File: src/rtl/srst_pkg.sv
package srst_pkg;
    typedef enum logic [1:0] {
        ST_IDLE  = 2'd0,
        ST_WAIT  = 2'd1,
        ST_PULSE = 2'd2
    } srst_state_t;

    localparam int unsigned ADDR_CTRL = 0;
    localparam int unsigned ADDR_CFG  = 1;
    localparam int unsigned ADDR_STAT = 2;
endpackage

File: src/rtl/srst_sync.sv
module srst_sync #(
    parameter int STAGES = 2
) (
    input  logic clk,
    input  logic rst_n,
    output logic rst_n_sync
);
    logic [STAGES-1:0] chain_q;

    always_ff @(posedge clk or negedge rst_n) begin
        if (!rst_n) chain_q <= '0;
        else        chain_q <= {chain_q[STAGES-2:0], 1'b1};
    end

    assign rst_n_sync = chain_q[STAGES-1];
endmodule

File: src/rtl/srst_fsm.sv
module srst_fsm
    import srst_pkg::*;
(
    input  logic clk,
    input  logic rst_n,
    input  logic req_set,
    input  logic tx_idle,
    input  logic rx_idle,
    output logic pending,
    output logic core_pulse
);
    srst_state_t state_q, state_d;

    always_ff @(posedge clk or negedge rst_n) begin
        if (!rst_n) state_q <= ST_IDLE;
        else        state_q <= state_d;
    end

    always_comb begin
        state_d = state_q;
        unique case (state_q)
            ST_IDLE:  if (req_set)            state_d = ST_WAIT;
            ST_WAIT:  if (tx_idle && rx_idle) state_d = ST_PULSE;
            ST_PULSE:                         state_d = ST_IDLE;
            default:                          state_d = ST_IDLE;
        endcase
    end

    always_comb begin
        pending    = 1'b0;
        core_pulse = 1'b0;
        unique case (state_q)
            ST_IDLE:  begin pending = 1'b0; core_pulse = 1'b0; end
            ST_WAIT:  begin pending = 1'b1; core_pulse = 1'b0; end
            ST_PULSE: begin pending = 1'b1; core_pulse = 1'b1; end
            default:  begin pending = 1'b0; core_pulse = 1'b0; end
        endcase
    end
endmodule

File: src/rtl/srst_cfg_reg.sv
module srst_cfg_reg #(
    parameter int                DATA_W      = 8,
    parameter logic [DATA_W-1:0] CFG_DEFAULT = 8'h04
) (
    input  logic              clk,
    input  logic              rst_n,
    input  logic              soft_clr,
    input  logic              wr_en,
    input  logic [DATA_W-1:0] wr_data,
    output logic [DATA_W-1:0] cfg_q
);
    always_ff @(posedge clk or negedge rst_n) begin
        if (!rst_n)        cfg_q <= CFG_DEFAULT;
        else if (soft_clr) cfg_q <= CFG_DEFAULT;
        else if (wr_en)    cfg_q <= wr_data;
    end
endmodule

File: src/rtl/srst_err_flag.sv
module srst_err_flag (
    input  logic clk,
    input  logic rst_n,
    input  logic set_strobe,
    output logic flag_q
);
    always_ff @(posedge clk or negedge rst_n) begin
        if (!rst_n)          flag_q <= 1'b0;
        else if (set_strobe) flag_q <= 1'b1;
    end
endmodule

File: src/rtl/srst_ctrl.sv
module srst_ctrl
    import srst_pkg::*;
#(
    parameter int                DATA_W      = 8,
    parameter int                ADDR_W      = 2,
    parameter int                SYNC_STAGES = 2,
    parameter logic [DATA_W-1:0] CFG_DEFAULT = 8'h04
) (
    input  logic              clk,
    input  logic              rst_n,
    input  logic              reg_wr,
    input  logic [ADDR_W-1:0] reg_addr,
    input  logic [DATA_W-1:0] reg_wdata,
    output logic [DATA_W-1:0] reg_rdata,
    input  logic              tx_dma_idle,
    input  logic              rx_dma_idle,
    input  logic              host_err_strobe,
    output logic              core_rst,
    output logic              mgmt_rst_n,
    output logic [DATA_W-1:0] cfg_out,
    output logic              host_err_irq
);
    localparam logic [ADDR_W-1:0] A_CTRL = ADDR_W'(ADDR_CTRL);
    localparam logic [ADDR_W-1:0] A_CFG  = ADDR_W'(ADDR_CFG);
    localparam logic [ADDR_W-1:0] A_STAT = ADDR_W'(ADDR_STAT);

    logic              hw_rst_n;
    logic              pending;
    logic              core_pulse;
    logic              host_err;
    logic [DATA_W-1:0] cfg_q;
    logic              req_set;
    logic              cfg_wr;

    assign req_set = reg_wr && (reg_addr == A_CTRL) && reg_wdata[0];
    assign cfg_wr  = reg_wr && (reg_addr == A_CFG);

    srst_sync #(.STAGES(SYNC_STAGES)) u_sync (
        .clk        (clk),
        .rst_n      (rst_n),
        .rst_n_sync (hw_rst_n)
    );

    srst_fsm u_fsm (
        .clk        (clk),
        .rst_n      (hw_rst_n),
        .req_set    (req_set),
        .tx_idle    (tx_dma_idle),
        .rx_idle    (rx_dma_idle),
        .pending    (pending),
        .core_pulse (core_pulse)
    );

    srst_cfg_reg #(.DATA_W(DATA_W), .CFG_DEFAULT(CFG_DEFAULT)) u_cfg (
        .clk      (clk),
        .rst_n    (hw_rst_n),
        .soft_clr (core_pulse),
        .wr_en    (cfg_wr),
        .wr_data  (reg_wdata),
        .cfg_q    (cfg_q)
    );

    srst_err_flag u_err (
        .clk        (clk),
        .rst_n      (hw_rst_n),
        .set_strobe (host_err_strobe),
        .flag_q     (host_err)
    );

    always_comb begin
        reg_rdata = '0;
        if (reg_addr == A_CTRL)      reg_rdata[0] = pending;
        else if (reg_addr == A_CFG)  reg_rdata    = cfg_q;
        else if (reg_addr == A_STAT) reg_rdata[0] = host_err;
    end

    assign core_rst     = core_pulse | ~hw_rst_n;
    assign mgmt_rst_n   = hw_rst_n;
    assign cfg_out      = cfg_q;
    assign host_err_irq = host_err;
endmodule

File: config.mk
export PLATFORM = sky130hd
export DESIGN_NAME = srst_ctrl
export DESIGN_NICKNAME = d
export VERILOG_FILES = /design/src/rtl/srst_pkg.sv /design/src/rtl/srst_sync.sv /design/src/rtl/srst_fsm.sv /design/src/rtl/srst_cfg_reg.sv /design/src/rtl/srst_err_flag.sv /design/src/rtl/srst_ctrl.sv
export SDC_FILE = /design/constraint.sdc
export NUM_CORES = 1
export LEC_CHECK = 0
export ABC_CLOCK_PERIOD_IN_PS = 2350
export BUFFER_PORTS_ARGS = -buffer_cell sky130_fd_sc_hd__buf_2
export CAP_MARGIN = 20
export CORE_UTILIZATION = 46
export DETAILED_ROUTE_END_ITERATION = 12
export PLACE_DENSITY_LB_ADDON = 0.12
export SYNTH_ARGS = -nofsm -noshare
export SYNTH_HDL_FRONTEND = slang
export SYNTH_SLANG_ARGS = --single-unit
File: constraint.sdc
create_clock -name clk -period 2.35 [get_ports clk]
set_input_delay 0.235 -clock clk [delete_from_list [all_inputs] [get_ports clk]]
set_output_delay 0.235 -clock clk [all_outputs]
set_load 0.005 [all_outputs]
==> results.sh <==
export IMPL_status="completed"
export IMPL_yosys_register_bits=13
export IMPL_synth_cell_types=25
export IMPL_clock_latency_ps=270
export IMPL_nFillCells=108
export IMPL_worst_ep_arrival_time_ps=1400
export IMPL_critPathCaptureType="output port"
export IMPL_r2r_start="u_fsm.state_q[1]"
export IMPL_nets=122
export IMPL_layout_drive_gt1_share_pct=43.6
export IMPL_tightest_slew_ps=503
export IMPL_slew_violations=0
export IMPL_rsz0062_at_grt="false"
export IMPL_min_period_ps=1630
export IMPL_worst_hold_path_endpoint="u_err.flag_q"
export IMPL_cts_repair_resized=0
export IMPL_final_cell_mix="34 x buf_2, 12 x dfrtp_1, 7 x and2_1, 7 x nand2_1"
export IMPL_p_leak_nw=0.477
export IMPL_cpMaxStageDelayCell="dfrtp_1"
export IMPL_r2r_end="u_fsm.state_q[1]"
export IMPL_vias=585
export IMPL_netlist_area_um2=677
export IMPL_cts_sinks=13
export IMPL_antenna_found_initial=0
export IMPL_drt_wl_total_mm=1.39
export IMPL_core_area_mm2=0.00133
export IMPL_grt_pass1_vias=501
export IMPL_drv_cap=0
export IMPL_cp_buffers_inverters=2
export IMPL_ys_warn_count=0
export IMPL_multi_input_area_um2=324
export IMPL_crit_chain="inv_1 > ha_1 > nand2b_1 > buf_2"
export IMPL_seqCellArea_um2=327
export IMPL_timing_hold_ws_ps=150
export IMPL_viasPerCell=5.04
export IMPL_placed_cells=111
export IMPL_power_density_mw_per_mm2=876
export IMPL_ctsHoldBuffers=1
export IMPL_synth_top_area_cell="dfrtp_1"
export IMPL_r2r_cells=5
export IMPL_ys_seq_area_share_pct=48.2
export IMPL_crit_required_ps=2120
export IMPL_crit_fanout=9
export IMPL_path_clk_slew_ps=70
export IMPL_path_delay_family="flip-flops"
export IMPL_max_freq_mhz=613
export IMPL_post_drt_wl_per_cell_um=12.0
export IMPL_overflow=0
export IMPL_row_count=13
export IMPL_timing_slew_headroom_pct=66.5
export IMPL_synth_avg_cell_area_um2=10.4
export IMPL_die_height_um=40.4
export IMPL_finalWeightedCongestion=0.710
export IMPL_hold_viol_final=0
export IMPL_hp_start="host_err_strobe"
export IMPL_port_buffers=34
export IMPL_period_share_pct=69.4
export IMPL_ir_drop_v=0.000529
export IMPL_syn_nets=85
export IMPL_start_util_pct=50.8
export IMPL_utilization_pct=66.2
export IMPL_cts_buffers=3
export IMPL_grt_usage_pct=21.1
export IMPL_final_setup_tns_ps=0
export IMPL_drt_iter0_drc=5
export IMPL_antennaDiodeCount=0
export IMPL_slowest_delay_ps=400
export IMPL_clock_skew_ps=2.68
export IMPL_path_class="reg -> out"
export IMPL_die_area_mm2=0.00163
export IMPL_grt_pass1_wl_mm=2.14
export IMPL_cts_setup_buffers=0
export IMPL_synth_top_area_share_pct=44.4
export IMPL_layout_commonest_cell="buf_2"
export IMPL_clock_root_buffer="clkbuf_4"
export IMPL_die_w_um=40.4
export IMPL_setup_viol=0
export IMPL_io_pins=35
export IMPL_first_pass_iters=2
export IMPL_min_path_cells=2
export IMPL_ys_top_cells_by_area="dfrtp_1 44%, ha_1 7.4%, and2_1 6.5%"
export IMPL_cp_start_kind="flop"
export IMPL_fin_cells=116
export IMPL_hpwl_um=996
export IMPL_drc=0
export IMPL_netlist_instances=65
export IMPL_hp_class="in -> reg"
export IMPL_grt_max_degree=16
export IMPL_cts_tree="built"
export IMPL_area_growth_pct=30.5
export IMPL_cts_buffer_depth=2
export IMPL_ant_nets=0
export IMPL_h_tree_depth=1
export IMPL_worst_r2r_setup_slack_ps=1030
cells in the mapped netlist:
library cell	number
a211o_1	1
a21boi_2	1
a21oi_1	6
a21oi_2	1
and2_1	7
and3_1	1
buf_4	2
clkbuf_1	1
conb_1	1
dfrtp_1	12
dfstp_2	1
ha_1	4
inv_1	2
mux2_4	1
mux2i_1	2
nand2_1	7
nand2b_1	1
nand3_1	6
nand3b_2	1
nand4bb_1	1
nor2_1	1
nor2b_4	1
o21a_1	1
o21ai_0	2
or2_2	1
how the worst max path moves through the flow:
stage	slack, ps	start	cells past startpoint	end
after floorplan	1090	u_fsm.state_q[1]	5	u_fsm.state_q[1]
after global placement	1030	u_fsm.state_q[0]	4	core_rst
after detailed placement	1000	u_fsm.state_q[0]	4	core_rst
after CTS	700	u_fsm.state_q[0]	4	core_rst
after global routing	600	u_fsm.state_q[0]	4	core_rst
final	720	u_fsm.state_q[0]	4	core_rst
metal layers:
metal  track usage (%)  wire length, um  vias to the layer above
met3              8.33               86                        2
met4              10.0               12                        0
met1              24.6              630                      272
li1                  -                -                      288
met2              33.7              660                       23
met5                 0                0                        -
report_power, final:
part	leakage, nW	internal (W)	switching (W)	total, W
sequential	0.161	0.000300	0.0000494	0.000350
combinational	0.301	0.000157	0.000131	0.000288
clock	0.0150	0.0000658	0.0000700	0.000136
total	0.477	0.000523	0.000251	0.000773
flip-flops by register name, summed over array words and instances, names as in the netlist:
name	flops
u_cfg.cfg_q	8
u_fsm.state_q	2
u_sync.chain_q	2
u_err.flag_q	1
final cells by class:
cell class              count  share of cell area (%)
flip-flops and latches     13                    37.0
well taps                  15                    2.12
multi-input cells          47                    36.7
repair buffers             35                    20.4
clock buffers               4                    2.97
inverters                   2                   0.850
per-stage QoR:
stage          setup WS [ps]  power (W)  area, um2
3_3_place_gp            1030   0.000636        847
5_1_grt                  600   0.000844        883
3_5_place_dp            1000   0.000646        847
6_report                 720   0.000773        883
4_1_cts                  702   0.000786        883
2_1_floorplan           1090   0.000525        677
cell families after synthesis:
| kind of cell | count (synthesis) | share of synthesized area, % |
|---|---|---|
| flip-flops | 13 | 48.2 |
| AO/OA/AOI/OAI | 12 | 11.3 |
| AND/OR/NAND/NOR | 27 | 23.5 |
| buffers and inverters | 5 | 3.88 |
| adder cells (fa/ha/maj) | 4 | 7.39 |
| multiplexers | 3 | 5.18 |
| other | 1 | 0.554 |
(Power assumes the default switching activity.)
